===== src/rtl/sfr_pkg.sv =====
`timescale 1ns/1ps
package sfr_pkg;
  localparam int NIB_W  = 4;
  localparam int OFF_W  = 2;
  localparam int PAT_W  = 32;
  localparam int HIST_W = PAT_W + NIB_W - 1;
  localparam logic [PAT_W-1:0] FRAME_WORD = 32'hF6F6F628;

  typedef enum logic [1:0] {ST_HUNT, ST_VERIFY, ST_LOCKED} trk_state_t;

  // serial order: bit 0 of the nibble is earliest, so it lands highest
  function automatic logic [NIB_W-1:0] to_line_order(input logic [NIB_W-1:0] n);
    logic [NIB_W-1:0] r;
    for (int i = 0; i < NIB_W; i++) r[NIB_W-1-i] = n[i];
    return r;
  endfunction

  // lowest offset index that shows the framing word
  function automatic logic [OFF_W-1:0] first_hit(input logic [NIB_W-1:0] m);
    logic [OFF_W-1:0] r;
    r = '0;
    for (int i = NIB_W-1; i >= 0; i--) if (m[i]) r = OFF_W'(i);
    return r;
  endfunction

  // nibble cut at offset k from the history (newest bit at index 0)
  function automatic logic [NIB_W-1:0] pick_nibble(input logic [HIST_W-1:0] h,
                                                   input logic [OFF_W-1:0] k);
    logic [NIB_W-1:0] r;
    for (int i = 0; i < NIB_W; i++) r[i] = h[int'(k) + NIB_W - 1 - i];
    return r;
  endfunction
endpackage


===== src/rtl/sfr_window.sv =====
`timescale 1ns/1ps
module sfr_window
  import sfr_pkg::*;
(
  input  logic             clk,
  input  logic             rst_n,
  input  logic [NIB_W-1:0] nib_in,
  input  logic [OFF_W-1:0] sel_off,
  output logic [NIB_W-1:0] match,
  output logic [NIB_W-1:0] aligned
);
  logic [HIST_W-1:0] hist;

  always_ff @(posedge clk) begin
    if (!rst_n) hist <= '0;
    else        hist <= {hist[HIST_W-NIB_W-1:0], to_line_order(nib_in)};
  end

  // one comparator per bit offset
  for (genvar k = 0; k < NIB_W; k++) begin : g_cmp
    assign match[k] = (hist[k +: PAT_W] == FRAME_WORD);
  end

  assign aligned = pick_nibble(hist, sel_off);
endmodule


===== src/rtl/sfr_tracker.sv =====
`timescale 1ns/1ps
module sfr_tracker
  import sfr_pkg::*;
#(
  parameter int FRAME_NIBS = 77760,
  parameter int HITS_NEED  = 3,
  parameter int MISS_LIMIT = 4,
  parameter int PULSE_LEN  = 4
) (
  input  logic             clk,
  input  logic             rst_n,
  input  logic             los_in,
  input  logic             frame_en,
  input  logic [NIB_W-1:0] match,
  output logic [OFF_W-1:0] off,
  output logic             locked,
  output logic             fsync
);
  localparam int CW = $clog2(FRAME_NIBS);
  localparam int HW = $clog2(HITS_NEED + 1);
  localparam int MW = $clog2(MISS_LIMIT + 1);
  localparam int PW = $clog2(PULSE_LEN + 1);

  trk_state_t  st;
  logic [CW-1:0] pos;
  logic [HW-1:0] hits;
  logic [MW-1:0] misses;
  logic [PW-1:0] pulse;

  // named events
  logic at_check, seen, any_hit, last_hit, last_miss;
  assign at_check  = (pos == CW'(FRAME_NIBS - 1));
  assign seen      = match[off];
  assign any_hit   = |match;
  assign last_hit  = (int'(hits) == HITS_NEED - 1);
  assign last_miss = (int'(misses) == MISS_LIMIT - 1);

  always_ff @(posedge clk) begin
    if (!rst_n) begin
      st <= ST_HUNT; pos <= '0; hits <= '0; misses <= '0; off <= '0; pulse <= '0;
    end else if (los_in) begin
      st <= ST_HUNT; pos <= '0; hits <= '0; misses <= '0; pulse <= '0;
    end else begin
      if (pulse != '0) pulse <= pulse - 1'b1;
      if (frame_en) begin
        unique case (st)
          ST_HUNT: begin
            if (any_hit) begin
              off  <= first_hit(match);
              st   <= ST_VERIFY;
              pos  <= '0;
              hits <= HW'(1);
            end
          end
          ST_VERIFY: begin
            if (at_check) begin
              pos <= '0;
              if (!seen) st <= ST_HUNT;
              else if (last_hit) begin
                st     <= ST_LOCKED;
                pulse  <= PW'(PULSE_LEN);
                misses <= '0;
              end else hits <= hits + 1'b1;
            end else pos <= pos + 1'b1;
          end
          ST_LOCKED: begin
            if (at_check) begin
              pos <= '0;
              if (seen) misses <= '0;
              else if (last_miss) st <= ST_HUNT;
              else misses <= misses + 1'b1;
            end else pos <= pos + 1'b1;
          end
          default: st <= ST_HUNT;
        endcase
      end
    end
  end

  assign locked = (st == ST_LOCKED);
  assign fsync  = (pulse != '0);

  // sync pulse holds for its full length unless loss of signal cuts it
  a_r6_pulse_len: assert property (@(posedge clk) disable iff (!rst_n || los_in)
    $rose(fsync) |-> ##3 fsync);
  // pulse starts only on the verify-to-locked transition
  a_r4_pulse_on_lock: assert property (@(posedge clk) disable iff (!rst_n)
    $rose(fsync) |-> (locked && $past(st == ST_VERIFY)));
  // boundary never moves while lock is held
  a_r8_off_stable: assert property (@(posedge clk) disable iff (!rst_n)
    (locked && $past(st == ST_LOCKED)) |-> $stable(off));
  // disabled framing holds state, boundary and position
  a_r10_hold: assert property (@(posedge clk) disable iff (!rst_n)
    (!frame_en && !los_in) |=> ($stable(st) && $stable(off) && $stable(pos)));
endmodule


===== src/rtl/sonet_framer.sv =====
`timescale 1ns/1ps
module sonet_framer
  import sfr_pkg::*;
#(
  parameter int FRAME_NIBS = 77760,
  parameter int HITS_NEED  = 3,
  parameter int MISS_LIMIT = 4,
  parameter int PULSE_LEN  = 4
) (
  input  logic       clk,
  input  logic       rst_n,
  input  logic [3:0] rx_nib,
  input  logic       frame_en,
  input  logic       sig_det,
  input  logic       det_pol,
  output logic [3:0] dout,
  output logic       dout_valid,
  output logic       fsync,
  output logic       los
);
  logic [NIB_W-1:0] match, aligned;
  logic [OFF_W-1:0] off;
  logic             locked, los_in, los_q;

  // levels disagree -> loss of signal
  assign los_in = sig_det ^ det_pol;

  sfr_window u_win (
    .clk(clk), .rst_n(rst_n), .nib_in(rx_nib), .sel_off(off),
    .match(match), .aligned(aligned)
  );

  sfr_tracker #(
    .FRAME_NIBS(FRAME_NIBS), .HITS_NEED(HITS_NEED),
    .MISS_LIMIT(MISS_LIMIT), .PULSE_LEN(PULSE_LEN)
  ) u_trk (
    .clk(clk), .rst_n(rst_n), .los_in(los_in), .frame_en(frame_en),
    .match(match), .off(off), .locked(locked), .fsync(fsync)
  );

  always_ff @(posedge clk) begin
    if (!rst_n) begin
      los_q <= 1'b0;
      dout  <= '0;
    end else begin
      los_q <= los_in;
      dout  <= los_in ? '0 : aligned;
    end
  end

  assign los        = los_q;
  assign dout_valid = locked && !los_q;

  // blanked output and no lock during loss of signal
  a_r2_los_blank: assert property (@(posedge clk) disable iff (!rst_n)
    los_q |-> (dout == '0));
  a_r2_los_hunt: assert property (@(posedge clk) disable iff (!rst_n)
    los_q |-> !locked);
  // valid rises together with the sync pulse
  a_r4_valid_rise: assert property (@(posedge clk) disable iff (!rst_n)
    $rose(dout_valid) |-> fsync);
endmodule


===== config.mk =====
export PLATFORM = sky130hd
export DESIGN_NAME = sonet_framer
export DESIGN_NICKNAME = d
export VERILOG_FILES = /design/src/rtl/sfr_pkg.sv /design/src/rtl/sfr_window.sv /design/src/rtl/sfr_tracker.sv /design/src/rtl/sonet_framer.sv
export SDC_FILE = /design/constraint.sdc
export NUM_CORES = 1
export LEC_CHECK = 0
export BUFFER_PORTS_ARGS = -buffer_cell sky130_fd_sc_hd__buf_4
export CAP_MARGIN = 15
export CORE_AREA = 2 2 70 89
export CTS_BUF_LIST = sky130_fd_sc_hd__clkbuf_16
export DETAILED_ROUTE_END_ITERATION = 7
export DIE_AREA = 0 0 72 91
export GPL_TIMING_DRIVEN = 0
export PLACE_DENSITY = 0.91
export SLEW_MARGIN = 20
export SYNTH_ARGS = -nofsm -noshare
export SYNTH_HDL_FRONTEND = slang
export SYNTH_SLANG_ARGS = --single-unit

===== constraint.sdc =====
create_clock -name clk -period 7.4 [get_ports clk]
set_clock_uncertainty 0.2 [all_clocks]
set_input_delay 0.74 -clock clk [delete_from_list [all_inputs] [get_ports clk]]
set_output_delay 0.74 -clock clk [all_outputs]
set_load 0.01 [all_outputs]

; ---- Yosys cells after proc, flatten, opt, wreduce, memory -nomap -nowiden
; Index checks and enable logic that the tools add are counted.
[totals]
reg_bits = 69
rom_bits = 0
ram_bits = 0
elab_cells = 106
latchBits = 0
inputBits = 9
memories = 0
[classes]
div_mod_pow = 0
n_addsub = 9
shifts = 0
n_reduce_logical = 15
n_eq_ne = 19
n_mux = 46
n_lt_le_gt_ge = 5
bitwise = 3
mul = 0
[ops]
columns = cell, n
row1 = $eq 32x32->1 const B, 4
row2 = $lt 32x8->1 const B, 4
row3 = $sub 32x2->32 const B, 2
row4 = $sub 32x3->32 const B, 2
row5 = $mux 3, 12
row6 = $mux 17, 2
row7 = $pmux 17 s2, 1
row8 = $mux 2, 14
row9 = $bmux 1 s6, 4
row10 = $add 17x1->17 const B, 1
row11 = $eq 17x17->1 const B, 1
row12 = $reduce_and 7->1, 2
row13 = $ne 2x1->1 const B, 6
row14 = $mux 1, 9
row15 = $pmux 2 s3, 1
row16 = $pmux 3 s2, 1
row17 = $reduce_and 6->1, 1
row18 = $reduce_bool 2->1, 3
row19 = $add 2x3->4 const B, 1
row20 = $eq 2x2->1 const B, 2
row21 = $ne 2x2->1 const B, 2
row22 = $pmux 2 s2, 1
row23 = $reduce_and 4->1, 1
row24 = $reduce_or 2->1, 2
row25 = other kinds (17), 18

; ---- Longest topological paths before layout
[logic_depth]
word_depth = 7
depth_mapped = 8
mapped_depth_nobuf = 8

; ---- Modules after synthesis
; Synthesis repeated with hierarchy kept, for this count alone.
[hier_totals]
hier_cells = 378
area_unflattened_um2 = 3568.4
[modules_own_cells]
columns = module, cells_per_inst, area_per_inst_um2, seq_area_each_um2, instances
row1 = sfr_tracker, 224, 1850.5, 580.6, 1
row2 = sfr_window, 141, 1560.2, 700.7, 1
row3 = sonet_framer, 13, 157.7, 100.1, 1

; ---- Worst setup path before layout
; Ideal clock, no wire load.
[synth_timing]
kind = register to register
from = reg u_win.hist[3]
to = reg u_trk.pos[16]
required_time_ns = 7.127
path_slack_ns = 4.613
t_arrival_ns = 2.514
synth_period_minus_slack_ns = 2.787
stages_incl_launch_ff = 9
setup_time_ns = 0.073
cell_sequence = dfxtp_1 -> or3b_1 -> or4_4 -> o2bb2a_4 -> o21a_4 -> a21o_1 -> buf_6 -> or4_1 -> a21oi_1
[synth_between]
elab_chain_len = 4
[synth_lines]
columns = item, line_no
row1 = from (decl), sfr_window.sv:12  ; logic [HIST_W-1:0] hist;
row2 = from (signal assigned), sfr_window.sv:16  ; else hist <= {hist[HIST_W-NIB_W-1:0], to_line_order(nib_in)};
row3 = $eq 32x32->1, sfr_window.sv:21  ; assign match[k] = (hist[k +: PAT_W] == FRAME_WORD);
row4 = $reduce_or 4->1 (*), sfr_tracker.sv:34  ; assign any_hit = |match;
row5 = $ne 2x1->1 (no source line) (*), -
row6 = $reduce_and 3->1 (no source line) (*), -
row7 = to (signal assigned), sfr_tracker.sv:64  ; end else pos <= pos + 1'b1;
row8 = to (signal assigned), sfr_tracker.sv:72  ; end else pos <= pos + 1'b1;
row9 = to (decl), sfr_tracker.sv:25  ; logic [CW-1:0] pos;
; Every way passes the cells marked *; elsewhere a longest branch is shown, timed or not.
; A chain may end at the register's enable or synchronous reset.

; ---- Worst setup path in the final report
[layout_timing]
from = reg u_win.hist[7]
to = reg u_trk.pos[2]
; Same word-level chain as after synthesis.

==> load_flow_metrics.sql <==
INSERT INTO impl_metrics (metric_group, metric, value, unit) VALUES
('power_and_ir_drop', 'vdd.ir_drop.worst', '0.000207', 'V'),
('yosys', 'seq_area_frac_synth', '0.382', ''),
('worst_setup_path', 'worstRegToRegCells', '7', ''),
('finish', 'drive_gt1_frac', '0.112', ''),
('yosys', 'synth-edff-count', '0', ''),
('finish', 'leading_cell_type_in_the_layout_fill_and_taps_excluded', 'sky130_fd_sc_hd__dfxtp_1', ''),
('floorplanning', 'dieArea', '0.00655', 'mm2'),
('sta', 'worstMarginPinSlew', '810', 'ps'),
('floorplanning', 'dieHeight', '91', 'um'),
('routing', 'detail_route.iter0.violations', '451', ''),
('clock_tree', 'tritoncts.num_buffers', '9', ''),
('routing', 'detailedRoute.firstPassIterationCount', '6', ''),
('yosys', 'yosysWarnings', '0', ''),
('floorplanning', 'initial_util', '0.635', ''),
('clock_tree', 'reg_clk_slew_reported_paths', '60', 'ps'),
('worst_hold_path', 'whs_path_depth', '1', ''),
('finish', 'fillCellCount', '420', ''),
('power_and_ir_drop', 'power.leakage', '1.39', 'nW'),
('routing', 'drc', '0', ''),
('yosys', 'synth_top_flop_cell', 'sky130_fd_sc_hd__dfxtp_1', ''),
('worst_setup_path', 'regToRegStartpoint', 'u_win.hist[7]', ''),
('yosys', 'mappedNetlistArea', '0.00362', 'mm2'),
('global_route', 'grt-ovfl-total', '0', ''),
('yosys', 'number_of_cells_produced_by_synthesis', '391', ''),
('status', 'status', 'finished, final reports clean', ''),
('global_route', 'wire_length_of_the_first_global_routing_pass', '15.2', 'mm'),
('routing', 'detail-route-antenna-nets', '0', ''),
('place', 'dpl_worst_slack', '4200', 'ps'),
('worst_setup_path', 'critical_path.endpoint_type', 'register', ''),
('yosys', 'post_syn_area_per_cell', '9.25', 'um2'),
('worst_setup_path', 'r2r_end', 'u_trk.pos[2]', ''),
('clock_tree', 'clk_latency', '330', 'ps'),
('clock_tree', 'h_tree_level_count', '3', ''),
('flow_run', 'cap_violations', '0', ''),
('clock_tree', 'post_cts_hold_buffer_count', '0', ''),
('power_and_ir_drop', 'total_power', '839', 'uW'),
('finish', 'layout.core_utilization', '0.718', ''),
('finish', 'final-seq-area', '0.00138', 'mm2'),
('place', 'buffer_ports.inserted', '14', ''),
('clock_tree', 'post_cts.repair.setup_buffers', '0', ''),
('yosys', 'postSynthNetCount', '415', ''),
('finish', 'syn_to_final_growth', '13.2', '%'),
('routing', 'wl_per_cell', '18.3', 'um'),
('worst_hold_path', 'min_delay_worst_endpoint', 'u_win.hist[18]', ''),
('worst_hold_path', 'worst_hold_startpoint', 'u_win.hist[14]', ''),
('sta', 'min_period_over_period', '0.447', ''),
('finish', 'n_antenna_cell', '0', ''),
('floorplanning', 'floorplan.rows', '31', ''),
('sta', 'final_critical_path_setup_slack', '4090', 'ps'),
('global_route', 'first_global_vias', '3278', ''),
('routing', 'route.detailed.vias_per_inst', '6.63', ''),
('clock_tree', 'clock-sinks', '69', ''),
('sta', 'setup-tns-final', '0', 'ps'),
('sta', 'setup_viol', '0', ''),
('sta', 'fmax', '0.302', 'GHz'),
('sta', 'period_minus_slack', '3310', 'ps'),
('global_route', 'grt_start_max_net_pins', '13', ''),
('floorplanning', 'design.portCount', '16', ''),
('floorplanning', 'core_area', '0.00570', 'mm2'),
('finish', 'mostFrequentLayoutCells', 'sky130_fd_sc_hd__dfxtp_1 (69), sky130_fd_sc_hd__and2_1 (38), sky130_fd_sc_hd__nor2_1 (27)', ''),
('sta', 'rsz0062_at_grt', 'false', ''),
('finish', 'multiInputGateArea', '0.00210', 'mm2'),
('worst_setup_path', 'crit_required', '7400', 'ps'),
('sta', 'final-hold-violation-count', '0', ''),
('place', 'place_congestion', '0.953', ''),
('yosys', 'yosys_register_bits', '69', ''),
('finish', 'fin_nets', '440', ''),
('global_route', 'grtUsageTotal', '0.298', ''),
('worst_setup_path', 'path_max_fanout', '10', ''),
('clock_tree', 'ctsResizeCount', '0', ''),
('sta', 'relSlewSlack', '0.457', '');
-- cells in the mapped netlist (2+ instances only) --
cell type,count,share of area
sky130_fd_sc_hd__nand4b_1,4,0.0097
sky130_fd_sc_hd__mux4_2,7,0.044
sky130_fd_sc_hd__nand3b_1,4,0.0083
sky130_fd_sc_hd__and3_1,5,0.0086
sky130_fd_sc_hd__nor4_1,10,0.017
sky130_fd_sc_hd__nand3_1,18,0.025
sky130_fd_sc_hd__o21ai_0,6,0.0083
sky130_fd_sc_hd__nor2b_1,5,0.0086
sky130_fd_sc_hd__or4_1,7,0.015
sky130_fd_sc_hd__nand2_1,16,0.017
sky130_fd_sc_hd__nor4b_1,4,0.0097
sky130_fd_sc_hd__or4b_1,4,0.011
sky130_fd_sc_hd__nand2b_1,6,0.010
sky130_fd_sc_hd__clkbuf_1,14,0.015
sky130_fd_sc_hd__o31ai_1,3,0.0062
sky130_fd_sc_hd__o211ai_1,2,0.0041
sky130_fd_sc_hd__o32ai_1,2,0.0048
sky130_fd_sc_hd__a21oi_1,16,0.022
sky130_fd_sc_hd__a32oi_1,2,0.0048
sky130_fd_sc_hd__or3_1,4,0.0069
sky130_fd_sc_hd__xnor2_1,12,0.029
sky130_fd_sc_hd__nor3_1,9,0.012
sky130_fd_sc_hd__mux2i_1,11,0.030
sky130_fd_sc_hd__and4b_1,2,0.0055
sky130_fd_sc_hd__inv_1,17,0.018
sky130_fd_sc_hd__a2111oi_2,2,0.0083
sky130_fd_sc_hd__a211oi_1,9,0.019
sky130_fd_sc_hd__o22ai_1,2,0.0035
sky130_fd_sc_hd__nor2_1,27,0.028
sky130_fd_sc_hd__dfxtp_1,69,0.38
sky130_fd_sc_hd__and2_1,38,0.066
sky130_fd_sc_hd__nand4_1,12,0.021
sky130_fd_sc_hd__ha_1,15,0.052
sky130_fd_sc_hd__a21o_1,4,0.0083
sky130_fd_sc_hd__and4_1,3,0.0073
-- final cells by class --
class                      instances  area share
timing repair buffer              14      0.0257
clock inverter                     7      0.0159
clock buffer                       9      0.0550
multi-input combinational        288       0.513
inverter                          17      0.0156
tap                               66      0.0202
sequential                        69       0.337
buffer                            17      0.0177
-- worst max-delay path, stage by stage, from the launching register on --
cell                       delay (ps)
sky130_fd_sc_hd__dfxtp_1          460
sky130_fd_sc_hd__or4b_1           500
sky130_fd_sc_hd__nor4_1           350
sky130_fd_sc_hd__nand3_1          170
sky130_fd_sc_hd__a21o_1           270
sky130_fd_sc_hd__a31oi_1          700
sky130_fd_sc_hd__clkbuf_1         420
sky130_fd_sc_hd__nor2_1           100
-- state kept, by name, summed over array words and instances, names as in the netlist --
| name | flops |
|---|---|
| u_trk.misses | 3 |
| u_trk.pos | 17 |
| u_trk.off | 2 |
| u_trk.st | 2 |
| u_trk.hits | 2 |
| u_trk.pulse | 3 |
| los | 1 |
| u_win.hist | 35 |
| dout | 4 |
-- per-stage QoR --
step           instances  cell area, um2
5_1_grt              487            4100
3_5_place_dp         471            3810
2_1_floorplan        391            3620
6_report             487            4100
4_1_cts              487            4100
3_3_place_gp         471            3810
-- logic make-up (layout without fill, tap and decap cells) --
logic type,Yosys count,after routing,share of synthesized area
multiplexers,18,18,0.0740
XOR/XNOR,12,12,0.0290
AND/OR/NAND/NOR,184,184,0.304
AO/OA/AOI/OAI,59,59,0.122
flip-flops,69,69,0.382
adder cells (fa/ha/maj),15,15,0.0519
buffers and inverters,34,64,0.0377
-- worst max-delay path by stage --
| stage | depth (start not counted) | slack [ps] | end | startpoint |
|---|---|---|---|---|
| 5_1_grt | 8 | 3850 | u_trk.pos[2] | u_trk.pos[0] |
| 2_1_floorplan | 8 | 4610 | u_trk.pos[16] | u_win.hist[3] |
| 3_3_place_gp | 7 | 4250 | u_trk.pos[0] | u_win.hist[3] |
| 4_1_cts | 7 | 4180 | u_trk.pos[2] | u_win.hist[7] |
| 6_report | 7 | 4090 | u_trk.pos[2] | u_win.hist[7] |
| 3_5_place_dp | 7 | 4200 | u_trk.pos[2] | u_win.hist[7] |
-- power by group --
part | switching, mW | total [mW] | internal, mW | leakage [nW]
Combinational | 0.0218 | 0.0382 | 0.0164 | 0.680
Sequential | 0.00629 | 0.383 | 0.377 | 0.559
Clock | 0.159 | 0.418 | 0.259 | 0.147
-- routing by layer --
layer,GRT usage,share of wire,vias up
li1,-,-,1499
met1,0.336,0.38,1527
met2,0.519,0.52,162
met3,0.0444,0.057,41
met4,0.175,0.043,0
met5,0,0,-
Note: power is estimated with default switching activity, not from simulation.
